$ cat config.mk
export PLATFORM = sky130hd
export DESIGN_NAME = snd_io_page
export DESIGN_NICKNAME = d
export VERILOG_FILES = /design/src/rtl/sio_pkg.sv /design/src/rtl/sio_decode.sv /design/src/rtl/sio_regs.sv /design/src/rtl/snd_io_page.sv
export SDC_FILE = /design/constraint.sdc
export NUM_CORES = 1
export LEC_CHECK = 0
export BUFFER_PORTS_ARGS = -buffer_cell sky130_fd_sc_hd__clkbuf_2
export CAP_MARGIN = 20
export CORE_ASPECT_RATIO = 1.25
export CORE_MARGIN = 4
export CORE_UTILIZATION = 45
export DETAILED_ROUTE_END_ITERATION = 8
export PLACE_DENSITY_LB_ADDON = 0.2
export REMOVE_ABC_BUFFERS = 1
export SLEW_MARGIN = 20
export SYNTH_ARGS = -nofsm -noshare
export SYNTH_HDL_FRONTEND = slang
export SYNTH_SLANG_ARGS = --single-unit
export TNS_END_PERCENT = 20
$ cat constraint.sdc
create_clock -name clk -period 5.36 [get_ports clk]
set_input_delay 0.804 -clock clk [delete_from_list [all_inputs] [get_ports clk]]
set_output_delay 0.804 -clock clk [all_outputs]
set_load 0.005 [all_outputs]
$ cat src/rtl/sio_pkg.sv
package sio_pkg;

  typedef enum logic [2:0] {
    RD_RAM,
    RD_ROM,
    RD_ZERO,
    RD_INDEX,
    RD_DSP,
    RD_PORT
  } rdSel_e;

  // Strobes from the decoder to the register datapath
  typedef struct packed {
    logic       wrCtrl;
    logic       wrIndex;
    logic       wrDsp;
    logic       wrPort;
    logic [1:0] portIdx;
    logic       ramWr;
    rdSel_e     rdSel;
  } ioStrobe_t;

  // Boot image is generated rather than stored as a table
  function automatic logic [7:0] romByte(input logic [5:0] k);
    return {k, 2'b01} ^ 8'h3C;
  endfunction

endpackage

$ cat src/rtl/sio_decode.sv
module sio_decode
  import sio_pkg::*;
#(
  parameter int ADDR_W    = 16,
  parameter int ROM_BYTES = 64,
  parameter logic [ADDR_W-1:0] IO_BASE = 16'h00F0
) (
  input  logic [ADDR_W-1:0] cpuAddr,
  input  logic              cpuWrEn,
  input  logic              romEn,
  output ioStrobe_t         stb
);

  localparam logic [ADDR_W-1:0] ROM_BASE = ADDR_W'((2 ** ADDR_W) - ROM_BYTES);

  logic inPage, inLocal, inRom;

  always_comb begin
    inPage = (cpuAddr[ADDR_W-1:4] == IO_BASE[ADDR_W-1:4]);
    inLocal = inPage && !cpuAddr[3];
    inRom = (cpuAddr >= ROM_BASE);

    stb = '0;
    stb.rdSel = RD_RAM;
    stb.portIdx = cpuAddr[1:0];
    stb.ramWr = cpuWrEn && !inLocal;

    if (inLocal) begin
      if (cpuAddr[2]) begin
        stb.rdSel = RD_PORT;
        stb.wrPort = cpuWrEn;
      end else begin
        unique case (cpuAddr[1:0])
          2'd0: stb.rdSel = RD_ZERO;
          2'd1: begin
            stb.rdSel = RD_ZERO;
            stb.wrCtrl = cpuWrEn;
          end
          2'd2: begin
            stb.rdSel = RD_INDEX;
            stb.wrIndex = cpuWrEn;
          end
          default: begin
            stb.rdSel = RD_DSP;
            stb.wrDsp = cpuWrEn;
          end
        endcase
      end
    end else if (inRom && romEn) begin
      stb.rdSel = RD_ROM;
    end
  end

endmodule

$ cat src/rtl/sio_regs.sv
module sio_regs
  import sio_pkg::*;
#(
  parameter int DATA_W     = 8,
  parameter int NUM_TIMERS = 3,
  parameter int NUM_PORTS  = 4,
  parameter int IDX_W      = 7,
  parameter int CLR_BIT    = 4,
  parameter int ROM_EN_BIT = 7
) (
  input  logic                        clk,
  input  logic                        rstN,
  input  ioStrobe_t                   stb,
  input  logic [5:0]                  romOfs,
  input  logic [DATA_W-1:0]           wrData,
  input  logic [DATA_W-1:0]           ramRdData,
  input  logic [DATA_W-1:0]           dspRdData,
  output logic [DATA_W-1:0]           rdData,
  output logic                        romEn,
  output logic [IDX_W-1:0]            dspAddr,
  output logic                        dspWrEn,
  output logic [NUM_TIMERS-1:0]       timerEn,
  output logic [NUM_PORTS*DATA_W-1:0] hostPorts
);

  logic [DATA_W-1:0] index;
  logic [DATA_W-1:0] portReg [NUM_PORTS];

  always_ff @(posedge clk) begin
    if (!rstN) begin
      romEn   <= 1'b1;
      timerEn <= '0;
      index   <= '0;
    end else begin
      if (stb.wrCtrl) begin
        romEn   <= wrData[ROM_EN_BIT];
        timerEn <= wrData[NUM_TIMERS-1:0];
      end
      if (stb.wrIndex) index <= wrData;
    end
  end

  // One register per port; each pair shares a clear bit
  for (genvar p = 0; p < NUM_PORTS; p++) begin : g_port
    always_ff @(posedge clk) begin
      if (!rstN) begin
        portReg[p] <= '0;
      end else if (stb.wrCtrl && wrData[CLR_BIT + p/2]) begin
        portReg[p] <= '0;
      end else if (stb.wrPort && stb.portIdx == 2'(p)) begin
        portReg[p] <= wrData;
      end
    end
    assign hostPorts[p*DATA_W +: DATA_W] = portReg[p];
  end

  assign dspAddr = index[IDX_W-1:0];
  assign dspWrEn = stb.wrDsp && !index[IDX_W];

  always_comb begin
    unique case (stb.rdSel)
      RD_ROM:   rdData = romByte(romOfs);
      RD_ZERO:  rdData = '0;
      RD_INDEX: rdData = index;
      RD_DSP:   rdData = dspRdData;
      RD_PORT:  rdData = portReg[stb.portIdx];
      default:  rdData = ramRdData;
    endcase
  end

endmodule

$ cat src/rtl/snd_io_page.sv
module snd_io_page
  import sio_pkg::*;
#(
  parameter int ADDR_W     = 16,
  parameter int DATA_W     = 8,
  parameter int ROM_BYTES  = 64,
  parameter int NUM_TIMERS = 3,
  parameter int NUM_PORTS  = 4,
  parameter int IDX_W      = 7
) (
  input  logic                        clk,
  input  logic                        rstN,
  input  logic [ADDR_W-1:0]           cpuAddr,
  input  logic                        cpuWrEn,
  input  logic [DATA_W-1:0]           cpuWrData,
  output logic [DATA_W-1:0]           cpuRdData,
  output logic [ADDR_W-1:0]           ramAddr,
  output logic                        ramWrEn,
  output logic [DATA_W-1:0]           ramWrData,
  input  logic [DATA_W-1:0]           ramRdData,
  output logic [IDX_W-1:0]            dspAddr,
  output logic                        dspWrEn,
  output logic [DATA_W-1:0]           dspWrData,
  input  logic [DATA_W-1:0]           dspRdData,
  output logic [NUM_TIMERS-1:0]       timerEn,
  output logic [NUM_PORTS*DATA_W-1:0] hostPorts
);

  ioStrobe_t stb;
  logic      romEn;

  sio_decode #(
    .ADDR_W   (ADDR_W),
    .ROM_BYTES(ROM_BYTES)
  ) u_decode (
    .cpuAddr(cpuAddr),
    .cpuWrEn(cpuWrEn),
    .romEn  (romEn),
    .stb    (stb)
  );

  sio_regs #(
    .DATA_W    (DATA_W),
    .NUM_TIMERS(NUM_TIMERS),
    .NUM_PORTS (NUM_PORTS),
    .IDX_W     (IDX_W)
  ) u_regs (
    .clk      (clk),
    .rstN     (rstN),
    .stb      (stb),
    .romOfs   (cpuAddr[5:0]),
    .wrData   (cpuWrData),
    .ramRdData(ramRdData),
    .dspRdData(dspRdData),
    .rdData   (cpuRdData),
    .romEn    (romEn),
    .dspAddr  (dspAddr),
    .dspWrEn  (dspWrEn),
    .timerEn  (timerEn),
    .hostPorts(hostPorts)
  );

  assign ramAddr   = cpuAddr;
  assign ramWrEn   = stb.ramWr;
  assign ramWrData = cpuWrData;
  assign dspWrData = cpuWrData;

endmodule

==> impl_metrics.yaml <==
outcome:
  status: "complete, no violations"
sta:
  rsz0062_at_grt: "false"
  fin_crit_sh_pct: 73.8
  setup_violations: 0
  fmax_mhz: 253
  drv_slew: 0
  holdWs_ps: 521
  timing.slew.headroom_pct: 48.8
  timing.final.hold_violations: 0
  tightest_slew_ps: 762
  period_minus_slack_ps: 3960
  fin_setup_tns_ps: 0
  finalClockSkew_ps: 0
clock_tree:
  hold_buffers: 0
  post_cts_resized: 0
  clockBufferDepth: 2
  postCtsSetupRepairBufs: 0
  path_clk_slew_ps: 80
  cts_tree: "yes"
  clockRootBuffer: "clkbuf_8"
  clk_latency_ps: 290
  htree_num_levels: 2
  cts_made_buffers: 5
  cts_num_sinks: 44
placement:
  dp_cells: 382
  hpwl_mm: 5.48
  place_area_sq_um: 2940
  gp_congestion: 0.744
  port_buffers: 126
critical_path:
  rrSetupSlack_ps: 4720
  critical_path.top_delay_family: "simple AND/OR/NAND/NOR gates"
  crit_chain: "clkbuf_2 > or4b_4 > nor4_2 > buf_4 > and2_1 > a32oi_1 > a31oi_1 > clkbuf_2"
  end_kind: "primary output"
  path_common_cell: "clkbuf_2"
  timing.rr.start: "u_regs.index[2]$_SDFFE_PN0P_"
  critPathLaunchType: "primary input"
  critPathRequiredTime_ps: 4560
  worst-path-max-fanout: 13
  reg2reg_to: "u_regs.index[2]$_SDFFE_PN0P_"
  path_buf_inv: 3
  crit_type: "in2out"
  path_depth: 8
  worstRegToRegCells: 2
  critPathMaxStageDelay_ps: 690
  crit_path_top_delay_cell: "nor4_2"
  cp_data_arrival_time_ps: 3150
route:
  wl_met2_mm: 3.49
  drt_iter0_markers: 69
  routed.top_layer: "met4"
  route.vias.total: 2109
  drt_wl_total_mm: 7.00
  met3_length_microns: 598
  wl_per_cell_microns: 17.9
  viasPerCell: 5.41
  ant_nets: 0
  drcViolationCount: 0
  drt-met1-wl_mm: 2.82
  drtPass1Iterations: 4
die:
  fp-row-count: 30
  initial_core_util_pct: 47.1
  die_w_microns: 75.7
  core_sq_um: 5480
  ios: 127
  die_h_microns: 92.6
  dieArea_sq_um: 7010
yosys:
  synth_edf_count: 32
  yosys_warnings: 0
  syn_avg_cell_area_sq_um: 10.7
  synth_top_area_share_pct: 37.3
  synthCells: 242
  synth_adder_area_share_pct: 0
  synth_top_family_by_area: "simple AND/OR/NAND/NOR gates"
  seq_area_frac_synth_pct: 46.6
  yosys.area_share.simple_pct: 20.2
  synth_area_leader_cell: "edfxtp_1"
  synth_cell_type_count: 39
  synthXorXnorAreaFrac_pct: 0
  synth_area_leaders: "edfxtp_1 37%, buf_4 11%, dfxtp_1 9.3%"
  syn-cell-area_sq_um: 2580
  synthFlopType: "edfxtp_1"
  synthMuxAreaShare_pct: 12.5
  synth_compound_area_share_pct: 6.65
  async_flop_share_pct: 0
  synth_seq_cells: 44
min_path:
  min_delay_path_depth: 2
  hold_path.class: "reg2reg"
  min-delay-start: "u_regs.romEn$_SDFFE_PN1N_"
  hold_end: "u_regs.romEn$_SDFFE_PN1N_"
cells_and_area:
  final_cell_mix: "126 x clkbuf_2, 39 x nor2_1, 32 x edfxtp_1, 22 x nand2_1, 13 x mux2i_1"
  drive_above_1_share_pct: 45.7
  syn_to_final_growth_pct: 17.3
  fin_nets: 368
  fin_area_sq_um: 3020
  antenna_cells: 0
  stdcell_count: 390
  final_common_cell: "clkbuf_2"
global_route:
  grt.total_usage_pct: 19.6
  grt.overflow.total: 0
  antenna_found_initial: 0
  grt_pass1_vias: 1952
  grt_first_pass_wirelength_mm: 10.2
  grt_start_max_net_pins: 25
flow_run:
  cap_violations: 0
pwr:
  p_per_area_nw_per_um2: 225
  ir_worst_vdd_mv: 0.171
  power.leakage_nw: 1.29
## state kept, by name (all words and copies together) (netlist names)
signal / count
u_regs.timerEn: 3
u_regs.portReg: 32
u_regs.index: 8
u_regs.romEn: 1
## cell usage after synthesis, drive strengths merged (2+ instances only)
master,count
nor3,6
buf,44
a21oi,6
nor3b,2
mux2i,13
or4b,2
dfxtp,12
nor4,2
nand3,7
nor2b,12
clkbuf,6
edfxtp,32
nand2,22
a32oi,5
nor2,39
o211a,2
mux4,8
a21bo,2
a31oi,5
nand3b,2
## worst reg2reg max path: cells and delay by family, from the launching register on
kind	cells	cell delay (ps)
DFF	1	370
and+or+nand+nor	1	130
muxes	1	80
## logic make-up after synthesis
family,Yosys count
AO/OA/AOI/OAI,23
buffers and inverters,52
flip-flops,44
multiplexers,22
AND/OR/NAND/NOR,101
## stage by stage
step                utilization [%]  power (mW)  setup slack (ps)
global placement               53.7       0.493              1450
CTS                            55.2       0.685              1380
finish                         55.2       0.680              1400
detailed placement             53.7       0.493              1390
global route                   55.2       0.710              1170
floorplan                         -       0.421              1060
## cell type report
class / count / area [sq um]
multi-input combinational: 146 / 1020
tap: 64 / 80.1
clock buffer: 7 / 76.3
sequential: 44 / 1200
fill: 495 / 2460
clock inverter: 1 / 5.00
timing repair buffer: 127 / 638
inverter: 1 / 3.75
## power by group
| group | internal (mW) | switching (mW) | leakage (nW) |
|---|---|---|---|
| clock network | 0.0914 | 0.104 | 0.0422 |
| logic | 0.0467 | 0.0534 | 0.849 |
| registers | 0.376 | 0.00804 | 0.400 |
## worst max path at each step
stage               start      endpoint  slack, ps
6_report       cpuAddr[8]  cpuRdData[6]       1400
5_1_grt        cpuAddr[8]  cpuRdData[6]       1170
2_1_floorplan  cpuAddr[8]  cpuRdData[2]       1060
4_1_cts        cpuAddr[8]  cpuRdData[6]       1380
3_3_place_gp   cpuAddr[8]  cpuRdData[6]       1450
3_5_place_dp   cpuAddr[8]  cpuRdData[6]       1390
## metal layers
metal  vias to the layer above  track usage (%)
met3                         7             3.58
met1                       993             23.8
li1                       1000                -
met4                         0             5.54
met5                         -                0
met2                       109             34.5
Power figures use the tool's default switching activity.
